[config.mk]
export PLATFORM = sky130hd
export DESIGN_NAME = rcsu_port
export DESIGN_NICKNAME = d
export VERILOG_FILES = /design/src/rtl/rcsu_pkg.sv /design/src/rtl/rcsu_sync.sv /design/src/rtl/rcsu_ctrl.sv /design/src/rtl/rcsu_datapath.sv /design/src/rtl/rcsu_port.sv
export SDC_FILE = /design/constraint.sdc
export NUM_CORES = 1
export LEC_CHECK = 0
export BUFFER_PORTS_ARGS = -buffer_cell sky130_fd_sc_hd__buf_2
export CORE_AREA = 2 2 100 102
export DETAILED_ROUTE_END_ITERATION = 8
export DIE_AREA = 0 0 102 104
export SLEW_MARGIN = 40
export SYNTH_ARGS = -nofsm -noshare
export SYNTH_HDL_FRONTEND = slang
export SYNTH_SLANG_ARGS = --single-unit
export TNS_END_PERCENT = 50
[constraint.sdc]
create_clock -name clk -period 1.04 [get_ports clk]
set_input_delay 0 -clock clk [delete_from_list [all_inputs] [get_ports clk]]
set_output_delay 0 -clock clk [all_outputs]
set_load 0.02 [all_outputs]
[src/rtl/rcsu_pkg.sv]
package rcsu_pkg;

  typedef struct packed {
    logic doShift;
    logic doCapture;
    logic doUpdate;
  } rcsu_strobe_t;

  function automatic int cyclesFor(input int lowNs, input int periodPs);
    return (lowNs * 1000 + periodPs - 1) / periodPs;
  endfunction

endpackage

[src/rtl/rcsu_sync.sv]
module rcsu_sync #(
  parameter int   STAGES    = 2,
  parameter logic RESET_VAL = 1'b1
) (
  input  logic clk,
  input  logic rstN,
  input  logic din,
  output logic dout
);

  logic [STAGES-1:0] chain;

  generate
    if (STAGES == 1) begin : g_single
      always_ff @(posedge clk or negedge rstN) begin
        if (!rstN) chain <= RESET_VAL;
        else       chain <= din;
      end
    end else begin : g_multi
      always_ff @(posedge clk or negedge rstN) begin
        if (!rstN) chain <= {STAGES{RESET_VAL}};
        else       chain <= {chain[STAGES-2:0], din};
      end
    end
  endgenerate

  assign dout = chain[STAGES-1];

endmodule

[src/rtl/rcsu_ctrl.sv]
module rcsu_ctrl
  import rcsu_pkg::*;
#(
  parameter int CLK_PERIOD_PS = 20000,
  parameter int MIN_LOW_NS    = 250,
  parameter int SYNC_STAGES   = 2
) (
  input  logic         clk,
  input  logic         rstN,
  input  logic         upgradeEn,
  input  logic         shiftSel,
  input  logic         capSel,
  input  logic         timerRstN,
  input  logic         reconfN,
  output rcsu_strobe_t strobes,
  output logic         wdClear,
  output logic         reconfPulse
);

  localparam int MIN_CYC = (cyclesFor(MIN_LOW_NS, CLK_PERIOD_PS) < 1) ? 1
                           : cyclesFor(MIN_LOW_NS, CLK_PERIOD_PS);
  localparam int CNT_W   = $clog2(MIN_CYC + 1);
  localparam logic [CNT_W-1:0] CNT_TOP  = CNT_W'(MIN_CYC);
  localparam logic [CNT_W-1:0] CNT_FIRE = CNT_W'(MIN_CYC - 1);

  logic timerSynced;
  logic reconfSynced;
  logic reconfPrev;
  logic [CNT_W-1:0] lowCnt;

  rcsu_sync #(.STAGES(SYNC_STAGES), .RESET_VAL(1'b1)) u_timerSync (
    .clk (clk), .rstN (rstN), .din (timerRstN), .dout (timerSynced)
  );

  rcsu_sync #(.STAGES(SYNC_STAGES), .RESET_VAL(1'b1)) u_reconfSync (
    .clk (clk), .rstN (rstN), .din (reconfN), .dout (reconfSynced)
  );

  // Mode decode: serial mode wins; capSel only matters when shiftSel is low.
  always_comb begin
    strobes           = '0;
    strobes.doShift   = upgradeEn &  shiftSel;
    strobes.doCapture = upgradeEn & ~shiftSel &  capSel;
    strobes.doUpdate  = upgradeEn & ~shiftSel & ~capSel;
  end

  // Low-time qualifier: counts consecutive low samples, saturating at the top.
  always_ff @(posedge clk or negedge rstN) begin
    if (!rstN) begin
      lowCnt  <= '0;
      wdClear <= 1'b0;
    end else begin
      if (timerSynced)           lowCnt <= '0;
      else if (lowCnt != CNT_TOP) lowCnt <= lowCnt + 1'b1;
      wdClear <= upgradeEn && !timerSynced && (lowCnt == CNT_FIRE);
    end
  end

  // Falling-edge detector on the synchronized reconfigure request.
  always_ff @(posedge clk or negedge rstN) begin
    if (!rstN) begin
      reconfPrev  <= 1'b1;
      reconfPulse <= 1'b0;
    end else begin
      reconfPrev  <= reconfSynced;
      reconfPulse <= upgradeEn && reconfPrev && !reconfSynced;
    end
  end

  p_wd_single_r7: assert property (@(posedge clk) disable iff (!rstN)
    wdClear |=> !wdClear);

  p_wd_needs_low_r7: assert property (@(posedge clk) disable iff (!rstN)
    wdClear |-> $past(!timerSynced));

  p_reconf_single_r8: assert property (@(posedge clk) disable iff (!rstN)
    reconfPulse |=> !reconfPulse);

  p_reconf_gated_r6: assert property (@(posedge clk) disable iff (!rstN)
    reconfPulse |-> $past(upgradeEn));

  p_wd_gated_r6: assert property (@(posedge clk) disable iff (!rstN)
    wdClear |-> $past(upgradeEn));

endmodule

[src/rtl/rcsu_datapath.sv]
module rcsu_datapath
  import rcsu_pkg::*;
#(
  parameter int WIDTH = 32
) (
  input  logic             clk,
  input  logic             rstN,
  input  rcsu_strobe_t     strobes,
  input  logic             serIn,
  input  logic [WIDTH-1:0] statusWord,
  output logic             serOut,
  output logic [WIDTH-1:0] shiftWord,
  output logic [WIDTH-1:0] heldWord
);

  always_ff @(posedge clk or negedge rstN) begin
    if (!rstN) begin
      shiftWord <= '0;
    end else if (strobes.doShift) begin
      shiftWord <= {serIn, shiftWord[WIDTH-1:1]};
    end else if (strobes.doCapture) begin
      shiftWord <= statusWord;
    end
  end

  always_ff @(posedge clk or negedge rstN) begin
    if (!rstN)                 heldWord <= '0;
    else if (strobes.doUpdate) heldWord <= shiftWord;
  end

  assign serOut = shiftWord[0];

  p_shift_r2: assert property (@(posedge clk) disable iff (!rstN)
    strobes.doShift |=> shiftWord == {$past(serIn), $past(shiftWord[WIDTH-1:1])});

  p_update_r4: assert property (@(posedge clk) disable iff (!rstN)
    strobes.doUpdate |=> (heldWord == $past(shiftWord)) && $stable(shiftWord));

  p_capture_r5: assert property (@(posedge clk) disable iff (!rstN)
    strobes.doCapture |=> (shiftWord == $past(statusWord)) && $stable(heldWord));

endmodule

[src/rtl/rcsu_port.sv]
module rcsu_port
  import rcsu_pkg::*;
#(
  parameter int WIDTH         = 32,
  parameter int CLK_PERIOD_PS = 20000,
  parameter int MIN_LOW_NS    = 250,
  parameter int SYNC_STAGES   = 2
) (
  input  logic             clk,
  input  logic             rstN,
  input  logic             upgradeEn,
  input  logic             shiftSel,
  input  logic             capSel,
  input  logic             serIn,
  output logic             serOut,
  input  logic [WIDTH-1:0] statusWord,
  output logic [WIDTH-1:0] heldWord,
  input  logic             timerRstN,
  output logic             wdClear,
  input  logic             reconfN,
  output logic             reconfPulse
);

  rcsu_strobe_t     strobes;
  logic [WIDTH-1:0] shiftWord;

  rcsu_ctrl #(
    .CLK_PERIOD_PS (CLK_PERIOD_PS),
    .MIN_LOW_NS    (MIN_LOW_NS),
    .SYNC_STAGES   (SYNC_STAGES)
  ) u_ctrl (
    .clk         (clk),
    .rstN        (rstN),
    .upgradeEn   (upgradeEn),
    .shiftSel    (shiftSel),
    .capSel      (capSel),
    .timerRstN   (timerRstN),
    .reconfN     (reconfN),
    .strobes     (strobes),
    .wdClear     (wdClear),
    .reconfPulse (reconfPulse)
  );

  rcsu_datapath #(.WIDTH(WIDTH)) u_datapath (
    .clk        (clk),
    .rstN       (rstN),
    .strobes    (strobes),
    .serIn      (serIn),
    .statusWord (statusWord),
    .serOut     (serOut),
    .shiftWord  (shiftWord),
    .heldWord   (heldWord)
  );

  p_frozen_r6: assert property (@(posedge clk) disable iff (!rstN)
    !upgradeEn |=> $stable(shiftWord) && $stable(heldWord));

endmodule

==> PnR_summary.wiki <==
{| class="wikitable"
! Metric !! Value
|-
| Result of the run || complete, but fails checks
|-
| Design Power || 7810 uW
|-
| Number of clock buffers inserted by TritonCTS || 9
|-
| Part of the total power dissipated in the clock network || 25.3%
|-
| Die Width || 102 um
|-
| Number of synthesized flops with an enable pin || 0
|-
| Fin crit share || 104%
|-
| Leakage power || 0.00208 uW
|-
| Seq pwr share || 49.6%
|-
| Cell taking the most area after synthesis || sky130_fd_sc_hd__dfrtp_1
|-
| Antenna violations before repair || 0
|-
| Switching part of the total power || 32.2%
|-
| Yosys top cell area share || 55.8%
|-
| Power spent charging and discharging nets || 2510 uW
|-
| Clock skew || 0.00410 ns
|-
| Power per cell area || 1800 nW/um^2
|-
| Critical path buffers and inverters || 1
|-
| Startpoint Class || register
|-
| Kind of end point of the critical path || register
|-
| Initial core utilization || 32.8%
|-
| Type of the most critical hold path || in2reg
|-
| Sequential fraction of the synthesis area || 60.0%
|-
| Aggregate negative setup slack || -0.0789 ns
|-
| CTS tree || built
|-
| Count of unique library cells instantiated by Yosys || 28
|-
| Number of maximum-capacitance violations || 0
|-
| Fraction of final layout cells sized beyond drive strength 1 || 38.2%
|-
| Detailed-route vias per instance || 4.74
|-
| Post-synthesis cell count || 277
|-
| Arrival time of data at the critical path endpoint || 1.32 ns
|-
| I/O pin cnt || 75
|-
| P&R area growth vs syn || 38.4%
|-
| Global-route wire length before repair || 12.7 mm
|-
| Final Hold Fails || 0
|-
| Slowest cell on the critical path || sky130_fd_sc_hd__dfrtp_1
|-
| Worst skew pair latency || 0.35 ns
|-
| Summed instance area of the synthesized netlist || 3140 um^2
|-
| Synth Flop Type || sky130_fd_sc_hd__dfrtp_1
|-
| Start of the worst register-to-register path || u_ctrl.lowCnt[1]
|-
| Estimated wirelength of the detail-placed design || 5.10 mm
|-
| Worst slew pin tran || 0.396 ns
|-
| Global route overflow || 0
|-
| Critical path launch point || u_ctrl.lowCnt[1]
|-
| DRC violation total after the first TritonRoute iteration || 66
|-
| Cell class contributing the biggest share of worst-path delay || flip-flops
|-
| Combinational cell fraction of total power || 25.1%
|-
| Setup violation total in the final timing report || 3
|-
| Cell row count || 36
|-
| Share of synthesized registers carrying an async set or reset || 100%
|-
| Count of TritonRoute iterations in the first routing pass || 4
|-
| R2R Path End || u_ctrl.lowCnt[0]
|-
| Clock root buffer master || sky130_fd_sc_hd__clkbuf_8
|-
| Fill cell total of the finished layout || 932
|-
| CTS sink cnt || 75
|-
| Post-synthesis sequential element count || 75
|-
| Required time worst endpoint || 1.28 ns
|-
| Yosys warns || 0
|-
| Number of nets with antenna violations after routing || 0
|-
| Highest attainable clock frequency || 925 MHz
|-
| Worst setup slack for register-to-register paths || -0.04 ns
|-
| Termination of the worst setup path || u_ctrl.lowCnt[0]
|-
| Area inside the core boundary || 9550 um^2
|-
| Clock-pin slew on the worst setup and hold paths || 0.08 ns
|-
| Final Max Tran Viols || 0
|-
| Placement Setup Slack || -0.0633 ns
|-
| Maximum number of pins on one net before global-route repair || 76
|-
| Global routing usage summed across all routing layers || 15.4%
|-
| Cell types occupying the most area after synthesis || sky130_fd_sc_hd__dfrtp_1 (56%), sky130_fd_sc_hd__mux2_2 (11%), sky130_fd_sc_hd__nand3_1 (11%)
|-
| Final min period || 1.08 ns
|-
| Total nets after synthesis || 320
|-
| Violated checks || setup timing
|-
| Peak fanout along the critical path || 3
|-
| Final antenna diode count || 0
|-
| Setup repair after global routing missed its margin || true
|-
| Die outline height || 104 um
|-
| Routability congestion estimate || 0.757
|-
| Worst Path Class, Setup || reg2reg
|-
| Synthesized area divided by synthesized cell count || 11.3 um^2
|-
| IR drop worst, VDD || 0.775 mV
|-
| Number of global-route vias before repair || 2597
|-
| Peak per-stage delay on the critical path || 0.40 ns
|-
| DR DRC count || 0
|-
| Routed wirelength normalized by instance count || 14.4 um
|-
| Worst slew margin relative to its limit || 73.6%
|-
| Final Worst Setup Slack || -0.0407 ns
|-
| Clock H-tree levels || 3
|-
| Port Buffers || 74
|-
| Cell Chain, Critical Path || inv_2 > ha_4 > nand3_4 > xnor2_1 > nor2_1
|-
| Worst-case reg-to-reg path depth || 5
|-
| Total length of routed wires || 7.69 mm
|-
| Path length in cells of the critical path || 5
|-
| DIE AREA || 10600 um^2
|-
| Via count || 2530
|-
| Cell-internal power || 5300 uW
|-
| Maximum clock insertion buffer count || 2
|-
| Layout Nets || 440
|}
==> cell usage after synthesis, types with 2 or more instances <==
| master | number |
|---|---|
| sky130_fd_sc_hd__a21oi_1 | 4 |
| sky130_fd_sc_hd__a32oi_1 | 7 |
| sky130_fd_sc_hd__buf_1 | 2 |
| sky130_fd_sc_hd__buf_2 | 8 |
| sky130_fd_sc_hd__buf_4 | 2 |
| sky130_fd_sc_hd__buf_6 | 3 |
| sky130_fd_sc_hd__clkbuf_1 | 5 |
| sky130_fd_sc_hd__dfrtp_1 | 70 |
| sky130_fd_sc_hd__dfstp_2 | 5 |
| sky130_fd_sc_hd__ha_1 | 3 |
| sky130_fd_sc_hd__inv_1 | 3 |
| sky130_fd_sc_hd__mux2_2 | 31 |
| sky130_fd_sc_hd__nand2_1 | 38 |
| sky130_fd_sc_hd__nand3_1 | 68 |
| sky130_fd_sc_hd__nor2_1 | 5 |
| sky130_fd_sc_hd__nor3_1 | 3 |
| sky130_fd_sc_hd__o21ai_0 | 4 |
| sky130_fd_sc_hd__o22ai_1 | 6 |
==> cell families after synthesis <==
group                    count (synthesis)  share of synthesized area, %
buffers and inverters                   24                          4.15
AND/OR/NAND/NOR                        118                          17.6
XOR/XNOR                                 1                         0.279
AO/OA/AOI/OAI                           23                          4.91
adder cells (fa/ha/maj)                  3                          1.20
flip-flops                              75                          60.0
multiplexers                            33                          11.8
==> metrics by stage <==
| stage | hold WS (ns) | area (um^2) | instances | utilization, % |
|---|---|---|---|---|
| finish | 0.140 | 4340 | 534 | 45.5 |
| global route | 0.173 | 4340 | 534 | 45.5 |
| CTS | 0.121 | 4330 | 534 | 45.3 |
| detailed placement | 0.0517 | 3780 | 483 | 39.6 |
| global placement | 0.0489 | 3780 | 483 | 39.6 |
| floorplan | -0.296 | 3170 | 277 | - |
==> power by group through the flow <==
stage / logic [uW] / clock network [uW] / registers, uW
4_1_cts: 1990 / 2050 / 3880
2_1_floorplan: 711 / 0 / 4290
3_3_place_gp: 1830 / 0 / 3910
3_5_place_dp: 1870 / 0 / 3930
6_report: 1960 / 1980 / 3880
5_1_grt: 2140 / 2180 / 3960
==> metal layers <==
layer,part of all wire (%),track usage [%]
met1,48,21.1
met2,47,24.0
met3,3.7,2.49
met4,1.9,6.86
met5,0,0
==> sequential cells by signal, indices dropped and copies added, names as in the netlist <==
signal / count
u_ctrl.reconfPrev: 1
u_datapath.shiftWord: 32
u_datapath.heldWord: 32
u_ctrl.u_timerSync.chain: 2
u_ctrl.lowCnt: 4
u_ctrl.u_reconfSync.chain: 2
u_ctrl.reconfPulse: 1
u_ctrl.wdClear: 1
==> worst min-delay path by stage <==
| stage | cells past startpoint | slack (ns) | end | start |
|---|---|---|---|---|
| floorplan | 0 | -0.30 | u_ctrl.lowCnt[0] | rstN |
| global placement | 2 | 0.05 | u_ctrl.lowCnt[3] | rstN |
| detailed placement | 2 | 0.05 | u_ctrl.lowCnt[3] | rstN |
| CTS | 5 | 0.12 | u_datapath.shiftWord[28] | upgradeEn |
| global route | 5 | 0.17 | u_datapath.shiftWord[22] | upgradeEn |
| finish | 5 | 0.14 | u_datapath.shiftWord[28] | upgradeEn |
==> timing repair <==
item | 4_1_cts | 5_1_grt
setup endpoints to repair | 3 | 4
pin swaps | 5 | 1
setup buffers | 0 | 0
hold buffers | 36 | 0
hold endpoints to repair | 109 | 0
resized for setup | 4 | 3
==> cell type report <==
class | instances | area [um^2] | area share (%)
clock buffer | 10 | 138 | 3.17
multi-input combinational | 178 | 1180 | 27.1
inverter | 4 | 15.0 | 0.346
clock inverter | 5 | 30.0 | 0.692
tap | 133 | 166 | 3.83
timing repair buffer | 129 | 930 | 21.4
sequential | 75 | 1880 | 43.4
==> tightest hold or removal path, delay by kind of cell <==
kind,cells,cell delay (ns)
simple gates,1,0.06
buf+inv,3,0.32
compound gates,1,0.07
==> layout by cell type, fill, tap and decap left out, drive strengths merged, types with 2 or more instances in the layout <==
master and n:
nor3 4, a32oi 7, inv 4, dlygate4sd3 36
nor2 5, clkinvlp 2, clkbuf 10, o21ai 5
o22ai 6, nand3 68, clkinv 3, mux2 32
nand2 38, ha 3, dfstp 5, a21oi 4
dfrtp 70, buf 93
(Power assumes the default switching activity.)
